<file path="config.mk">
export PLATFORM = sky130hd
export DESIGN_NAME = cfg_serial_ctl
export DESIGN_NICKNAME = d
export VERILOG_FILES = /design/src/rtl/cfg_serial_pkg.sv /design/src/rtl/cfg_pin_sync.sv /design/src/rtl/cfg_frame_shift.sv /design/src/rtl/cfg_ctrl_reg.sv /design/src/rtl/cfg_serial_ctl.sv
export SDC_FILE = /design/constraint.sdc
export NUM_CORES = 1
export LEC_CHECK = 0
export ABC_AREA = 1
export CELL_PAD_IN_SITES_DETAIL_PLACEMENT = 1
export CELL_PAD_IN_SITES_GLOBAL_PLACEMENT = 2
export CORE_MARGIN = 1
export CORE_UTILIZATION = 36
export CTS_BUF_LIST = sky130_fd_sc_hd__clkbuf_8
export CTS_CLUSTER_DIAMETER = 200
export DETAILED_ROUTE_END_ITERATION = 8
export GPL_TIMING_DRIVEN = 1
export HOLD_SLACK_MARGIN = 0.1
export PLACE_DENSITY_LB_ADDON = 0.12
export SLEW_MARGIN = 20
export SYNTH_ARGS = -nofsm -noshare
export SYNTH_HDL_FRONTEND = slang
export SYNTH_SLANG_ARGS = --single-unit
</file>
<file path="constraint.sdc">
create_clock -name clk -period 1.7 [get_ports clk]
set_input_delay 0.34 -clock clk [delete_from_list [all_inputs] [get_ports clk]]
set_output_delay 0.34 -clock clk [all_outputs]
set_load 0.005 [all_outputs]
</file>
<file path="src/rtl/cfg_serial_pkg.sv">
package cfg_serial_pkg;
  localparam int ADDR_W   = 4;
  localparam int DATA_W   = 12;
  localparam int FRAME_W  = ADDR_W + DATA_W;
  localparam logic [ADDR_W-1:0] CTRL_ADDR = 4'b0001;

  typedef struct packed {
    logic [3:0] rd_sel;
    logic       cal;
    logic [2:0] pd;
    logic [3:0] gain;
  } ctrl_t;

  function automatic logic [ADDR_W-1:0] frame_addr(input logic [FRAME_W-1:0] f);
    return f[FRAME_W-1 -: ADDR_W];
  endfunction

  function automatic ctrl_t frame_payload(input logic [FRAME_W-1:0] f);
    return ctrl_t'(f[DATA_W-1:0]);
  endfunction
endpackage

</file>
<file path="src/rtl/cfg_pin_sync.sv">
module cfg_pin_sync #(
  parameter int W      = 3,
  parameter int STAGES = 2,
  parameter logic [W-1:0] RST_VAL = '0
) (
  input  logic         clk,
  input  logic         rst_n,
  input  logic [W-1:0] d_in,
  output logic [W-1:0] q
);
  logic [W-1:0] pipe [STAGES];

  generate
    for (genvar s = 0; s < STAGES; s++) begin : g_stage
      if (s == 0) begin : g_first
        always_ff @(posedge clk or negedge rst_n)
          if (!rst_n) pipe[s] <= RST_VAL;
          else        pipe[s] <= d_in;
      end else begin : g_next
        always_ff @(posedge clk or negedge rst_n)
          if (!rst_n) pipe[s] <= RST_VAL;
          else        pipe[s] <= pipe[s-1];
      end
    end
  endgenerate

  assign q = pipe[STAGES-1];
endmodule

</file>
<file path="src/rtl/cfg_frame_shift.sv">
module cfg_frame_shift #(
  parameter int FRAME_W = 16,
  localparam int CNT_W  = $clog2(FRAME_W + 2)
) (
  input  logic               clk,
  input  logic               rst_n,
  input  logic               sel_n_s,
  input  logic               sclk_s,
  input  logic               sdi_s,
  output logic [FRAME_W-1:0] frame,
  output logic [CNT_W-1:0]   bit_cnt,
  output logic               bit_evt,
  output logic               last_evt
);
  localparam logic [CNT_W-1:0] LAST = CNT_W'(FRAME_W);

  logic sclk_q;

  always_ff @(posedge clk or negedge rst_n)
    if (!rst_n) sclk_q <= 1'b0;
    else        sclk_q <= sclk_s;

  // falling edge of the synchronized serial clock inside a frame
  assign bit_evt  = sclk_q & ~sclk_s & ~sel_n_s;
  assign last_evt = bit_evt && (bit_cnt == LAST);

  always_ff @(posedge clk or negedge rst_n)
    if (!rst_n) begin
      bit_cnt <= '0;
      frame   <= '0;
    end else if (sel_n_s) begin
      bit_cnt <= '0;
    end else if (bit_evt && bit_cnt <= LAST) begin
      bit_cnt <= bit_cnt + 1'b1;
      if (bit_cnt < LAST) frame <= {frame[FRAME_W-2:0], sdi_s};
    end
endmodule

</file>
<file path="src/rtl/cfg_ctrl_reg.sv">
module cfg_ctrl_reg
  import cfg_serial_pkg::*;
(
  input  logic  clk,
  input  logic  rst_n,
  input  logic  commit,
  input  ctrl_t next_word,
  output ctrl_t word,
  output logic  wr_strobe,
  output logic  cal_start
);
  always_ff @(posedge clk or negedge rst_n)
    if (!rst_n) begin
      word      <= '0;
      wr_strobe <= 1'b0;
      cal_start <= 1'b0;
    end else begin
      wr_strobe <= commit;
      cal_start <= commit & next_word.cal;
      if (commit) word <= next_word;
    end
endmodule

</file>
<file path="src/rtl/cfg_serial_ctl.sv">
module cfg_serial_ctl
  import cfg_serial_pkg::*;
#(
  parameter int SYNC_STAGES = 2
) (
  input  logic       clk,
  input  logic       rst_n,
  input  logic       serial_en,
  input  logic       cs_n,
  input  logic       sclk,
  input  logic       sdi,
  output logic [3:0] rd_sel,
  output logic       cal_start,
  output logic [2:0] pd_mode,
  output logic [3:0] gain,
  output logic       wr_strobe
);
  localparam int CNT_W = $clog2(FRAME_W + 2);

  logic [2:0]         pins_s;
  logic [FRAME_W-1:0] frame;
  logic [CNT_W-1:0]   bit_cnt;
  logic               bit_evt;
  logic               last_evt;
  logic               commit;
  ctrl_t              word;

  // order: {select, serial clock, data}; select idles high
  cfg_pin_sync #(.W(3), .STAGES(SYNC_STAGES), .RST_VAL(3'b100)) u_sync (
    .clk(clk), .rst_n(rst_n), .d_in({cs_n, sclk, sdi}), .q(pins_s)
  );

  cfg_frame_shift #(.FRAME_W(FRAME_W)) u_shift (
    .clk(clk), .rst_n(rst_n),
    .sel_n_s(pins_s[2]), .sclk_s(pins_s[1]), .sdi_s(pins_s[0]),
    .frame(frame), .bit_cnt(bit_cnt), .bit_evt(bit_evt), .last_evt(last_evt)
  );

  assign commit = last_evt & serial_en & (frame_addr(frame) == CTRL_ADDR);

  cfg_ctrl_reg u_reg (
    .clk(clk), .rst_n(rst_n), .commit(commit), .next_word(frame_payload(frame)),
    .word(word), .wr_strobe(wr_strobe), .cal_start(cal_start)
  );

  assign rd_sel  = word.rd_sel;
  assign pd_mode = word.pd;
  assign gain    = word.gain;

  logic unused_cal;
  assign unused_cal = word.cal;
endmodule

</file>
==> results of run 1 <==
-- synthesized netlist by cell type --
cell	number	area (µm²)
nand2_1	66	248
dfrtp_1	39	976
nand3_1	31	155
inv_1	9	33.8
nor2_1	7	26.3
buf_2	4	20.0
nand4_1	3	18.8
a21oi_1	2	10.0
buf_6	2	22.5
dfstp_2	2	52.6
ha_1	2	25.0
nand2_2	2	12.5
nor2_4	2	22.5
o21ai_1	2	10.0
buf_4	1	7.51
clkbuf_1	1	3.75
inv_2	1	3.75
nor2_2	1	6.26
nor3_4	1	16.3
xnor2_1	1	8.76
-- report_power, final --
group	internal [W]	total [W]	switching, W
sequential	0.00107	0.00115	0.0000797
clock	0.000473	0.000795	0.000322
combinational	0.0000704	0.000170	0.000100
total	0.00161	0.00211	0.000502
-- layout make-up --
type	count	area, µm²	area share (%)
clock buffers	6	82.6	3.98
clock inverters	2	33.8	1.63
inverters	10	37.5	1.81
multi-input cells	120	559	26.9
flip-flops and latches	41	1030	49.5
well taps	52	65.1	3.13
repair buffers	27	270	13.0
-- what timing repair did --
item	CTS	global route
hold buffers	1	0
buffers inserted	0	3
endpoints found under the hold margin	15	0
endpoints found under the setup margin	0	6
-- layout by cell type (no fill, tap or decap), types with 2 or more instances in the layout --
master           instances
clkbuf_8                 6
nand2_1                 66
buf_4                    6
o21ai_1                  2
dfstp_2                  2
nor2_4                   2
nand3_1                 31
buf_12                   2
clkdlybuf4s50_1         17
dfrtp_1                 39
inv_1                   10
nand4_1                  3
nand2_2                  2
nor2_1                   7
ha_1                     2
a21oi_1                  2
-- cell families after synthesis --
| logic type | share of synthesized area, % |
|---|---|
| and+or+nand+nor | 30.1 |
| DFF | 61.3 |
| buffers and inverters | 5.44 |
| xor gates and xnor gates | 0.522 |
| AOI/OAI and AO/OA | 1.19 |
| adders and majority gates | 1.49 |
-- state kept, by name, summed over array words and instances (netlist names) --
signal / count
u_reg.word: 11
u_shift.sclk_q: 1
u_sync.pipe: 3
u_shift.frame: 16
u_sync.q: 3
u_shift.bit_cnt: 5
u_reg.cal_start: 1
u_reg.wr_strobe: 1
-- metal layers --
metal | routed length (µm) | vias to the layer above
li1 | - | 617
met1 | 1640 | 608
met2 | 1740 | 20
met3 | 96 | 8
met4 | 68 | 0
met5 | 0 | -
-- final timing paths --
| kind | to | start | slack, ns | cells past startpoint |
|---|---|---|---|---|
| max in group asynchronous | u_shift.frame[9] | rst_n | 0.70 | 3 |
| worst min register to register | u_sync.q[1] | u_sync.pipe[4] | 0.35 | 0 |
| worst min-delay path | u_sync.q[1] | u_sync.pipe[4] | 0.35 | 0 |
| worst max register to register | u_shift.bit_cnt[2] | u_shift.bit_cnt[0] | 0.23 | 8 |
| min in group asynchronous | u_shift.bit_cnt[4] | rst_n | 0.53 | 2 |
| worst max-delay path | rd_sel[3] | u_reg.word[11] | 0.20 | 1 |
-- per-stage QoR --
| stage | util [%] | cell area [µm²] |
|---|---|---|
| floorplan | - | 1680 |
| CTS | 46.3 | 2040 |
| finish | 47.1 | 2080 |
| global route | 47.1 | 2080 |
| detailed placement | 43.4 | 1920 |
| global placement | 43.4 | 1920 |
==> run_results.csv, run 1 <==
group,metric,value,unit
sta,fmax,668,MHz
cells_and_area,n_fill_cell,504,
global_routing,grt_overflow,0,
sta,fin_worst_skew,0.00740,ns
sta,final_hold_viol_count,0,
setup_path,worst_setup_path_start_kind,"register",
setup_path,criticalPathCategory,"register to output pin",
clocking,cts_resized,0,
routing,wl_per_cell,13.7,µm
global_routing,antenna_found_initial,0,
pwr,p_leak,1.08,nW
cells_and_area,drive_gt1_share,12.1,%
setup_path,cp.arrival,1.16,ns
placed_design,dp_cells,246,
setup_path,required,1.36,ns
routing,routed_wl,3540,µm
synthesis,avgSynthCellArea,9.38,µm²
setup_path,critPathSlowestCell,"clkdlybuf4s50_1",
routing,antenna_left,0,
synthesis,yosysWarnings,0,
sta,fin_crit_sh,88.1,%
floorplan,die_area,4940,µm²
setup_path,crit_fanout,2,
clocking,cts_sinks,41,
synthesis,ys_ff_latch,41,
global_routing,grtUsageMet1,19.9,%
global_routing,grt_max_degree,25,
setup_path,crit_family,"buffers and inverters",
clocking,clk_latency,0.29,ns
sta,fin_tns_setup,0,ns
status,status,"complete, no violations",
sta,layout_setup_ws,0.203,ns
floorplan,io_pins,19,
sta,slew_headroom,69.9,%
synthesis,synth_cell_types,20,
cells_and_area,final_net_count,213,
clocking,cts_buffer_depth,2,
clocking,tritoncts,"done",
floorplan,die_h,70.3,µm
floorplan,initial_core_util,38.0,%
floorplan,core,4410,µm²
routing,drtIter0Drc,89,
clocking,clkSlewWorstSetupHoldPaths,0.07,ns
sta,drv_slew,0,
routing,via_per_inst,4.86,
cells_and_area,diodes,0,
synthesis,synth.cell_area,1680,µm²
synthesis,syn-num-nets,187,
floorplan,rows,24,
cells_and_area,final_cells,258,
clocking,htreeDepth,2,
routing,firstDrtPassIters,4,
min_path,hold_class,"register to register",
synthesis,syn_inst,179,
global_routing,grt_use_met3,3.46,%
job,max_cap_viol_count,0,
routing,via_count,1253,
sta,setup_violations,0,
clocking,cts_made_buffers,5,
sta,final.min_clock_period,1.50,ns
placed_design,io_buffers,18,
sta,worstMarginPinSlew,0.452,ns
setup_path,end_kind,"output pin",
pwr,max-vdd-ir-drop,0.406,mV
placed_design,place_ws,0.136,ns
sta,rsz0062_at_grt,"no",
global_routing,track_usage,16.7,%
synthesis,ys_seq_area_share,61.3,%
setup_path,crit_buf_inv,1,
pwr,power,0.00211,W
setup_path,cp_cell_sequence,"clkdlybuf4s50_1",
cells_and_area,area_growth,23.7,%
setup_path,slowest_delay,0.52,ns
clocking,clockRootBuffer,"clkbuf_8",
pwr,powerDensity,1020,nW/µm²
global_routing,grt_pass1_vias,1374,
global_routing,busiest_layer,"met2",
routing,drc,0,
global_routing,met2_usage,29.2,%
floorplan,die_w,70.3,µm
placed_design,hpwlAfterDp,2580,µm
placed_design,globalplace.congestion,0.760,
global_routing,grt_pass1_wl,6420,µm
sta,hold_ws,0.354,ns
(Power assumes the default switching activity.)
==> run 2, diff against run 1 <==
- CORE_MARGIN: 1 -> default
==> results of run 2 <==
The final DEF is identical to that of run 1; final timing and power are the same.
==> run 3, diff against run 2 <==
- CORE_MARGIN: default -> 2
==> run 3 against run 2 <==
Effect of this change:
- worst setup slack got worse by 0.050 ns
- sequential power barely moved
- count of clock-buffer cells in the layout fell by 1
- non-clock buffer count fell by 3
- fmax fell by 3.2%
- critical path depth rose by 4
- design area fell by 3.1%
- clock skew fell by 0.00061 ns
- power fell by 9.3%
- combinational power fell by 4%
- critical endpoint is now u_shift.frame[13]
- largest cell class unchanged
- largest power group unchanged
- highest routed layer unchanged
==> run_results.csv, run 3 (synthesized netlist as in run 1, its figures left out) <==
group,metric,value,unit
floorplan,initial_core_util,38.0,%
routing,antenna_left,0,
pwr,netSwitchingFraction,26.4,%
floorplan,rows,24,
setup_path,crit_family,"simple AND/OR/NAND/NOR gates",
placed_design,globalplace.congestion,0.754,
clocking,cts_buffer_depth,2,
sta,drv_slew,0,
global_routing,grt_max_degree,22,
cells_and_area,area_growth,19.9,%
placed_design,io_buffers,18,
setup_path,worst_setup_path_start_kind,"register",
sta,fmax,646,MHz
cells_and_area,n_fill_cell,509,
routing,wl_per_cell,13.8,µm
floorplan,die_area,5230,µm²
routing,drc,0,
clocking,htreeDepth,2,
global_routing,grt_pass1_vias,1298,
sta,fin_tns_setup,0,ns
routing,via_count,1250,
cells_and_area,top_register,"u_shift.frame",
pwr,switchingPower,0.000506,W
min_path,min_to,"u_sync.q[0]",
routing,via_per_inst,4.90,
global_routing,antenna_found_initial,0,
pwr,p_leak,1.06,nW
sta,rsz0062_at_grt,"no",
clocking,cts_setup_buffers,0,
setup_path,cp_cell_sequence,"nor3_4 > nand2_1 > buf_4 > nor2_1 > a21oi_1",
cells_and_area,reg_top3,"u_shift.frame: 16 flops, u_reg.word: 11 flops, u_shift.bit_cnt: 5 flops",
clocking,tritoncts,"done",
global_routing,grt_overflow,0,
min_path,hold_class,"register to register",
cells_and_area,final_net_count,210,
min_path,min_path_cells,0,
floorplan,die_h,72.3,µm
cells_and_area,layout_commonest_cell,"nand2_1",
pwr,power,0.00192,W
clocking,cts_made_buffers,5,
clocking,clk_latency,0.29,ns
setup_path,r2r_cells,5,
floorplan,core,4410,µm²
cells_and_area,largest_reg_flops,16,
job,max_cap_viol_count,0,
setup_path,criticalPathCategory,"register to register",
status,status,"complete, no violations",
pwr,p_clk_share,31.7,%
clocking,clockRootBuffer,"clkbuf_8",
pwr,combPwrFrac,8.5,%
sta,fin_crit_sh,91.0,%
clocking,clkSlewWorstSetupHoldPaths,0.08,ns
cells_and_area,final_cell_mix,"nand2_1 (66), dfrtp_1 (39), nand3_1 (31)",
clocking,cts_sinks,41,
floorplan,die_w,72.3,µm
sta,worstMarginPinSlew,0.564,ns
setup_path,critPathSlowestCell,"nor3_4",
setup_path,timing.rr.end,"u_shift.frame[13]",
routing,drtIter0Drc,33,
routing,firstDrtPassIters,4,
global_routing,grt_pass1_wl,6250,µm
sta,final.min_clock_period,1.55,ns
setup_path,crit_buf_inv,1,
sta,fin_worst_skew,0.00679,ns
setup_path,rr_startpoint,"u_sync.q[1]",
pwr,p_int,0.00141,W
placed_design,hpwlAfterDp,2640,µm
pwr,powerDensity,953,nW/µm²
routing,routed_wl,3530,µm
setup_path,slowest_delay,0.52,ns
pwr,max-vdd-ir-drop,0.460,mV
sta,final_hold_viol_count,0,
cells_and_area,drive_gt1_share,10.8,%
setup_path,crit_fanout,20,
setup_path,rrSetupSlack,0.15,ns
setup_path,required,1.88,ns
pwr,sequentialPowerShare,59.8,%
min_path,worstHoldStart,"u_sync.pipe[3]",
global_routing,track_usage,16.0,%
cells_and_area,diodes,0,
setup_path,cp.arrival,1.73,ns
floorplan,io_pins,19,
setup_path,end_kind,"register",
sta,setup_violations,0,
sta,slew_headroom,62.3,%
[run 3: changes by cell type in the layout (fill, tap and decap cells not counted), sizes merged]
cell	delta
buf	-3
clkbuf	-1
clkinv	+2
bufinv	-1
[run 3: layer usage]
layer | vias up | part of all wire [%] | track usage, %
li1 | 614 | - | -
met1 | 605 | 43 | 18.8
met2 | 24 | 52 | 27.9
met3 | 7 | 3.7 | 4.17
met4 | 0 | 1.7 | 6.29
met5 | - | 0 | 0
[run 3: timing repair]
action,CTS,global route
endpoints found under the hold margin,20,0
endpoints found under the setup margin,0,2
hold buffers,1,0
resized for setup,0,1
[run 3: through the flow]
| stage | hold slack (ns) | cell area, µm² | setup slack [ns] | util (%) | cells |
|---|---|---|---|---|---|
| 2_1_floorplan | 0.0444 | 1680 | 0.466 | - | 179 |
| 3_3_place_gp | 0.324 | 1920 | 0.184 | 43.4 | 246 |
| 3_5_place_dp | 0.330 | 1920 | 0.145 | 43.4 | 246 |
| 4_1_cts | 0.356 | 2010 | 0.124 | 45.5 | 255 |
| 5_1_grt | 0.361 | 2010 | 0.00296 | 45.6 | 255 |
| 6_report | 0.354 | 2010 | 0.153 | 45.6 | 255 |
[run 3: how the worst max path moves through the flow]
stage | startpoint | end | slack, ns | cells after the start
global route | u_sync.q[1] | u_shift.bit_cnt[4] | 0.003 | 5
CTS | u_shift.bit_cnt[0] | u_reg.word[5] | 0.12 | 7
detailed placement | u_shift.bit_cnt[0] | u_reg.word[5] | 0.15 | 7
global placement | serial_en | u_reg.word[3] | 0.18 | 6
finish | u_sync.q[1] | u_shift.frame[13] | 0.15 | 5
floorplan | u_shift.bit_cnt[0] | u_reg.word[0] | 0.47 | 8
[run 3: final cells by class]
cell class              count  area, µm²  area share (%)
well taps                  52       65.1            3.23
inverters                  10       37.5            1.86
clock inverters             3       13.8           0.684
multi-input cells         120        564            28.0
repair buffers             24        235            11.7
flip-flops and latches     41       1030            51.1
clock buffers               5       68.8            3.42
[run 3: power by group through the flow]
stage / logic, W / registers [W] / clock network (W)
final: 0.000163 / 0.00115 / 0.000608
after global routing: 0.000195 / 0.00117 / 0.000670
after CTS: 0.000170 / 0.00115 / 0.000632
after detailed placement: 0.000168 / 0.00117 / 0
after global placement: 0.000162 / 0.00117 / 0
after floorplan: 0.000108 / 0.00114 / 0
[run 3: worst register-to-register path, stage by stage (launching register included)]
cell	delay (ns)
dfrtp_1	0.42
nor3_4	0.52
nand2_1	0.10
buf_4	0.23
nor2_1	0.12
a21oi_1	0.05
